### config.mk
export PLATFORM = sky130hd
export DESIGN_NAME = gpio_irq_router
export DESIGN_NICKNAME = d
export VERILOG_FILES = /design/src/rtl/irq_router_pkg.sv /design/src/rtl/irq_router_regs.sv /design/src/rtl/irq_router_slot.sv /design/src/rtl/gpio_irq_router.sv
export SDC_FILE = /design/constraint.sdc
export NUM_CORES = 1
export LEC_CHECK = 0
export BUFFER_PORTS_ARGS = -buffer_cell sky130_fd_sc_hd__buf_2
export CORE_MARGIN = 4
export CORE_UTILIZATION = 35
export DETAILED_ROUTE_END_ITERATION = 16
export PLACE_DENSITY_LB_ADDON = 0.25
export REMOVE_ABC_BUFFERS = 1
export SLEW_MARGIN = 0
export SYNTH_ARGS = -nofsm -noshare
export SYNTH_HDL_FRONTEND = slang
export SYNTH_SLANG_ARGS = --single-unit
### constraint.sdc
create_clock -name clk_i -period 2.05 [get_ports clk_i]
set_input_delay 0.41 -clock clk_i [delete_from_list [all_inputs] [get_ports clk_i]]
set_output_delay 0.41 -clock clk_i [all_outputs]
set_load 0.01 [all_outputs]
### src/rtl/irq_router_pkg.sv
package irq_router_pkg;
  localparam int unsigned ADDR_W = 3;

  typedef enum logic [2:0] {
    TRIG_OFF  = 3'd0,
    TRIG_HIGH = 3'd1,
    TRIG_LOW  = 3'd2
  } trig_e;

  localparam logic [ADDR_W-1:0] OFF_CFG  = 3'd0;
  localparam logic [ADDR_W-1:0] OFF_SEL  = 3'd1;
  localparam logic [ADDR_W-1:0] OFF_MASK = 3'd2;
  localparam logic [ADDR_W-1:0] OFF_ACK  = 3'd3;
  localparam logic [ADDR_W-1:0] OFF_STAT = 3'd4;
endpackage

### src/rtl/irq_router_regs.sv
module irq_router_regs
  import irq_router_pkg::*;
#(
  parameter int unsigned NUM_SLOTS = 8,
  parameter int unsigned MODE_W    = 3,
  parameter int unsigned SEL_W     = 4,
  parameter int unsigned AUX_W     = 2,
  parameter int unsigned DATA_W    = 32
) (
  input  logic                             clk_i,
  input  logic                             rst_ni,
  input  logic                             wr_i,
  input  logic [ADDR_W-1:0]                addr_i,
  input  logic [DATA_W-1:0]                wdata_i,
  input  logic [NUM_SLOTS+AUX_W-1:0]       status_i,
  output logic [NUM_SLOTS*MODE_W-1:0]      cfg_o,
  output logic [NUM_SLOTS*SEL_W-1:0]       sel_o,
  output logic [NUM_SLOTS+AUX_W-1:0]       mask_o,
  output logic [NUM_SLOTS-1:0]             ack_o,
  output logic [DATA_W-1:0]                rdata_o
);
  localparam int unsigned CFG_W  = NUM_SLOTS * MODE_W;
  localparam int unsigned SELT_W = NUM_SLOTS * SEL_W;
  localparam int unsigned MASK_W = NUM_SLOTS + AUX_W;

  logic [CFG_W-1:0]  cfg_q;
  logic [SELT_W-1:0] sel_q;
  logic [MASK_W-1:0] mask_q;
  logic              unused_wdata;

  assign unused_wdata = ^wdata_i;

  always_ff @(posedge clk_i or negedge rst_ni) begin
    if (!rst_ni) begin
      cfg_q  <= '0;
      sel_q  <= '0;
      mask_q <= '0;
    end else if (wr_i) begin
      case (addr_i)
        OFF_CFG:  cfg_q  <= wdata_i[CFG_W-1:0];
        OFF_SEL:  sel_q  <= wdata_i[SELT_W-1:0];
        OFF_MASK: mask_q <= wdata_i[MASK_W-1:0];
        default: ;
      endcase
    end
  end

  // acknowledge is a single-cycle strobe, never stored
  assign ack_o = (wr_i && addr_i == OFF_ACK) ? wdata_i[NUM_SLOTS-1:0] : '0;

  always_comb begin
    rdata_o = '0;
    case (addr_i)
      OFF_CFG:  rdata_o[CFG_W-1:0]  = cfg_q;
      OFF_SEL:  rdata_o[SELT_W-1:0] = sel_q;
      OFF_MASK: rdata_o[MASK_W-1:0] = mask_q;
      OFF_STAT: rdata_o[MASK_W-1:0] = status_i;
      default: ;
    endcase
  end

  assign cfg_o  = cfg_q;
  assign sel_o  = sel_q;
  assign mask_o = mask_q;
endmodule

### src/rtl/irq_router_slot.sv
module irq_router_slot
  import irq_router_pkg::*;
#(
  parameter int unsigned GROUPS = 16,
  parameter int unsigned SEL_W  = 4
) (
  input  logic              clk_i,
  input  logic              rst_ni,
  input  logic [GROUPS-1:0] grp_i,
  input  logic [SEL_W-1:0]  sel_i,
  input  logic [2:0]        mode_i,
  input  logic              mask_i,
  input  logic              ack_i,
  output logic              pend_o
);
  logic src;
  logic hit;
  logic pend_q;

  if (GROUPS == (1 << SEL_W)) begin : g_full
    assign src = grp_i[sel_i];
  end else begin : g_part
    assign src = (32'(sel_i) < GROUPS) ? grp_i[sel_i] : 1'b0;
  end

  always_comb begin
    case (mode_i)
      TRIG_HIGH: hit = src;
      TRIG_LOW:  hit = ~src;
      default:   hit = 1'b0;
    endcase
  end

  always_ff @(posedge clk_i or negedge rst_ni) begin
    if (!rst_ni)     pend_q <= 1'b0;
    else if (ack_i)  pend_q <= 1'b0;
    else             pend_q <= pend_q | (mask_i & hit);
  end

  assign pend_o = pend_q;


  ack_clr_chk: assert property (@(posedge clk_i) disable iff (!rst_ni)
    ack_i |=> !pend_o);

  pend_cause_chk: assert property (@(posedge clk_i) disable iff (!rst_ni)
    $rose(pend_o) |-> $past(mask_i && hit));

  pend_hold_chk: assert property (@(posedge clk_i) disable iff (!rst_ni)
    (pend_o && !ack_i) |=> pend_o);

  off_idle_chk: assert property (@(posedge clk_i) disable iff (!rst_ni)
    (!pend_o && mode_i != TRIG_HIGH && mode_i != TRIG_LOW) |=> !pend_o);
endmodule

### src/rtl/gpio_irq_router.sv
module gpio_irq_router
  import irq_router_pkg::*;
#(
  parameter int unsigned NUM_PORTS = 4,
  parameter int unsigned PORT_W    = 32,
  parameter int unsigned NUM_SLOTS = 8,
  parameter int unsigned AUX_W     = 2,
  parameter int unsigned DATA_W    = 32
) (
  input  logic                        clk_i,
  input  logic                        rst_ni,
  input  logic [NUM_PORTS*PORT_W-1:0] pins_i,
  input  logic [AUX_W-1:0]            aux_irq_i,
  input  logic                        wr_i,
  input  logic [ADDR_W-1:0]           addr_i,
  input  logic [DATA_W-1:0]           wdata_i,
  output logic [DATA_W-1:0]           rdata_o,
  output logic                        irq_o
);
  localparam int unsigned MODE_W = 3;
  localparam int unsigned GROUPS = NUM_PORTS * PORT_W / NUM_SLOTS;
  localparam int unsigned SEL_W  = $clog2(GROUPS);
  localparam int unsigned MASK_W = NUM_SLOTS + AUX_W;

  logic [NUM_SLOTS*MODE_W-1:0] cfg;
  logic [NUM_SLOTS*SEL_W-1:0]  sel;
  logic [MASK_W-1:0]           mask;
  logic [NUM_SLOTS-1:0]        ack;
  logic [NUM_SLOTS-1:0]        pend;
  logic [MASK_W-1:0]           status;
  logic                        irq_q;

  irq_router_regs #(
    .NUM_SLOTS(NUM_SLOTS), .MODE_W(MODE_W), .SEL_W(SEL_W),
    .AUX_W(AUX_W), .DATA_W(DATA_W)
  ) u_regs (
    .clk_i, .rst_ni, .wr_i, .addr_i, .wdata_i,
    .status_i(status), .cfg_o(cfg), .sel_o(sel), .mask_o(mask),
    .ack_o(ack), .rdata_o
  );

  for (genvar n = 0; n < NUM_SLOTS; n++) begin : g_slot
    logic [GROUPS-1:0] grp;
    // slot n sees bit n of every byte group
    for (genvar g = 0; g < GROUPS; g++) begin : g_grp
      assign grp[g] = pins_i[g*NUM_SLOTS + n];
    end
    irq_router_slot #(.GROUPS(GROUPS), .SEL_W(SEL_W)) u_slot (
      .clk_i, .rst_ni,
      .grp_i (grp),
      .sel_i (sel[n*SEL_W +: SEL_W]),
      .mode_i(cfg[n*MODE_W +: MODE_W]),
      .mask_i(mask[n]),
      .ack_i (ack[n]),
      .pend_o(pend[n])
    );
  end

  assign status = {aux_irq_i & mask[MASK_W-1:NUM_SLOTS], pend & mask[NUM_SLOTS-1:0]};

  always_ff @(posedge clk_i or negedge rst_ni) begin
    if (!rst_ni) irq_q <= 1'b0;
    else         irq_q <= |status;
  end

  assign irq_o = irq_q;


  irq_set_chk: assert property (@(posedge clk_i) disable iff (!rst_ni)
    (|status) |=> irq_o);

  irq_clr_chk: assert property (@(posedge clk_i) disable iff (!rst_ni)
    !(|status) |=> !irq_o);

  aux_follow_chk: assert property (@(posedge clk_i) disable iff (!rst_ni)
    status[MASK_W-1:NUM_SLOTS] == (aux_irq_i & mask[MASK_W-1:NUM_SLOTS]));
endmodule

==> PnR_summary.wiki <==
{| class="wikitable"
! Metric !! Value
|-
| Die outline height || 125 um
|-
| Detailed Place HPWL || 11.8 mm
|-
| Hold-fix buffers, CTS || 0
|-
| Synthesized flop and latch total || 75
|-
| Instance area at placement || 0.00612 mm^2
|-
| Power density over the cells || 875 mW/mm^2
|-
| Clock latency of the later-clocked register in the worst-skew pair || 0.35 ns
|-
| Die X-Extent || 125 um
|-
| Largest fanout on the critical path || 9
|-
| Total grt overflow || 0
|-
| TritonCTS clock tree || built
|-
| F_max || 514 MHz
|-
| Count of flip-flops with a built-in enable after synthesis || 0
|-
| Number of sinks driven by the clock tree || 75
|-
| Setup Skew || around 0.0073 ns
|-
| Placeable core region || approximately 0.013 mm^2
|-
| Clk pin slew, worst setup/hold paths || 0.06 ns
|-
| Number of global-route vias before repair || ~4700
|-
| Summed instance area of the synthesized netlist || 0.00482 mm^2
|-
| Share of synthesized area occupied by flip-flops and latches || 38.9%
|-
| Number of nets in the layout || approximately 800
|-
| Kind of end point of the critical path || primary output
|-
| Share of the clock period used by the worst path || 94.9%
|-
| Filler Cells Inserted || 1279
|-
| Top-count cell post-synth || dfrtp_1
|-
| Summed area of non-filler cells in the final layout || between 0.006 and 0.007 mm^2
|-
| Distinct cell type count of the synthesized netlist || 36
|-
| Final Max Tran Viols || 0
|-
| Critical path's largest stage delay || about 0.2 ns
|-
| Gpl congestion || approximately 0.86
|-
| Port-buffer cells || 200
|-
| Data required, critical path || around 1.6 ns
|-
| Async SR Flop Fraction || 100%
|-
| Initial core utilization || roughly 36%
|-
| Number of antenna violations at the first check in global routing || 0
|-
| Crit path DAT || 1.54 ns
|-
| Cell with the biggest individual delay on the critical path || buf_4
|-
| Nature of the critical path startpoint || input pin
|-
| Unrepaired setup endpoints after global routing || false
|-
| Number of buffers on the longest clock path || 2
|-
| Length of the first detailed-routing pass in iterations || 4
|-
| Top cells by count, synth || 75 x dfrtp_1, 44 x nand2_1, 40 x mux2_1
|-
| Max capacitance violation total || 0
|-
| Number of rows created at floorplan || 42
|-
| Setup TNS after final layout || 0 ns
|-
| Yosys synthesis warning count || 0
|-
| Area grow syn2layout || 33.9%
|-
| Pin count of the biggest net entering global routing || 44
|-
| Most used flip-flop cell after synthesis || dfrtp_1
|-
| GRT Overall Usage || 19.4%
|-
| Count of inserted antenna diode cells || 0
|-
| Final routed wire length divided by cell count || 18.3 um
|-
| Cell taking the most area after synthesis || dfrtp_1
|-
| Setup violations, final || 0
|-
| Vias post-DR || between 4000 and 5000
|-
| Most area-consuming cells after synthesis || dfrtp_1 39%, mux4_2 15%, mux2_1 9.3%
|-
| Gate count of the mapped netlist || 439
|-
| Class of the tightest hold or removal check || in -> async
|-
| Total Die Area || 0.0157 mm^2
|-
| Drt via density || between 5 and 6
|-
| Routed Antenna Nets || 0
|-
| Root Buffer Master || clkbuf_16
|-
| Chain of cells forming the critical path || buf_2 -> buf_4 -> nor2_1 -> buf_4 -> a221oi_1 -> a21oi_1 -> buf_2
|-
| Total power draw || 0.00565 W
|-
| Top cell type's share of synthesized area || 38.9%
|-
| Count of final hold-check violations || 0
|-
| Transition time at the pin with the least slew margin || between 0.5 and 0.6 ns
|-
| Final hold slack || approximately 0.016 ns
|-
| Leakage power of the design || approximately 3 nW
|-
| Min Tclk post-route || 1.95 ns
|-
| Area occupied by multi-input gates || about 0.0027 mm^2
|-
| Result of the run || complete, no violations
|-
| Total detailed-routing wirelength || 15.0 mm
|-
| Remaining routing DRC violations || 0
|-
| Num CTS Buffers || 9
|-
| Path type of the worst setup path || in -> out
|-
| Maximum level of the CTS H-tree || 3
|-
| Mean post-synth cell area || 11.0 um^2
|-
| First-pass GRT wire length || 24.2 mm
|-
| Fraction of layout instances using a drive strength above 1 || 44.0%
|-
| Number of primary I/O pins || 201
|-
| Sequential cell area in the final layout || 0.00188 mm^2
|-
| Initial DRC count || between 150 and 200
|-
| Utilization of the core after routing || 48.4%
|-
| Maximum resistive drop on vdd || ~0.00061 V
|-
| Tightest slew margin relative to the limit || 63.4%
|}
-- metal layers --
metal | GRT usage [%] | vias up | share of wire (%)
met3 | 6.52 | 21 | 7.5
met2 | 32.6 | 170 | 48
met5 | 0 | - | 0
met1 | 24.0 | 2130 | 43
met4 | 4.97 | 0 | 1.6
li1 | - | 2063 | -
-- registers in the layout, indices dropped and copies added (netlist names) --
signal / flops
u_regs.sel_o: 32
u_regs.mask_o: 10
u_regs.cfg_o: 24
irq_o: 1
g_slot.u_slot.pend_o: 8
-- critical path: cells and delay by family --
kind	cells	cell delay (ns)
buffers and inverters	4	0.67
AOI/OAI and AO/OA	2	0.30
and+or+nand+nor	1	0.14
-- final timing paths --
kind	to	cells after the start	startpoint	slack (ns)
worst max-delay path	rdata_o[4]	7	addr_i[1]	0.10
worst min register to register	g_slot[6].u_slot.pend_o	2	g_slot[6].u_slot.pend_o	0.51
worst max register to register	g_slot[6].u_slot.pend_o	4	u_regs.sel_o[24]	0.35
max in group asynchronous	u_regs.sel_o[19]	2	rst_ni	1.44
worst min-delay path	u_regs.sel_o[2]	1	rst_ni	0.02
min in group clk_i	u_regs.sel_o[28]	2	wdata_i[28]	0.28
-- stage by stage --
| stage | instances | setup WS (ns) |
|---|---|---|
| 3_5_place_dp | 806 | -0.0290 |
| 6_report | 822 | 0.105 |
| 3_3_place_gp | 806 | -0.00519 |
| 5_1_grt | 822 | 0.00452 |
| 2_1_floorplan | 410 | -0.505 |
| 4_1_cts | 822 | 0.106 |
-- where the power goes --
group | switching [W] | internal (W) | leakage, nW
Clock | 0.000647 | 0.00119 | 0.165
Combinational | 0.000610 | 0.000875 | 1.92
Sequential | 0.000489 | 0.00185 | 0.891
-- what timing repair did --
item	in CTS	in global routing
resized for setup	1	0
hold endpoints to repair	0	0
setup buffers	0	0
endpoints found under the setup margin	2	0
-- kinds of logic after synthesis --
family,share of synthesized area (%)
compound gates,12.7
flops,38.9
buf+inv,4.56
simple gates,14.4
mux,29.5
-- area by class of cell --
class,count,share of cell area (%)
multi-input cells,317,42.4
clock buffers,9,3.49
well taps,176,3.41
repair buffers,220,18.8
clock inverters,7,1.80
inverters,18,1.05
flip-flops and latches,75,29.0
-- placed cells by master, fill, tap and decap left out, types with 11 or more instances in the layout --
cell type  count
inv_1         17
nand2_1       44
nand2b_1      11
o21ai_0       20
mux2i_1       14
buf_4         16
mux4_2        32
nand3_1       18
nor2_1        23
buf_2        199
mux2_1        40
dfrtp_1       75
No activity file was read; power rests on OpenSTA's default activity.
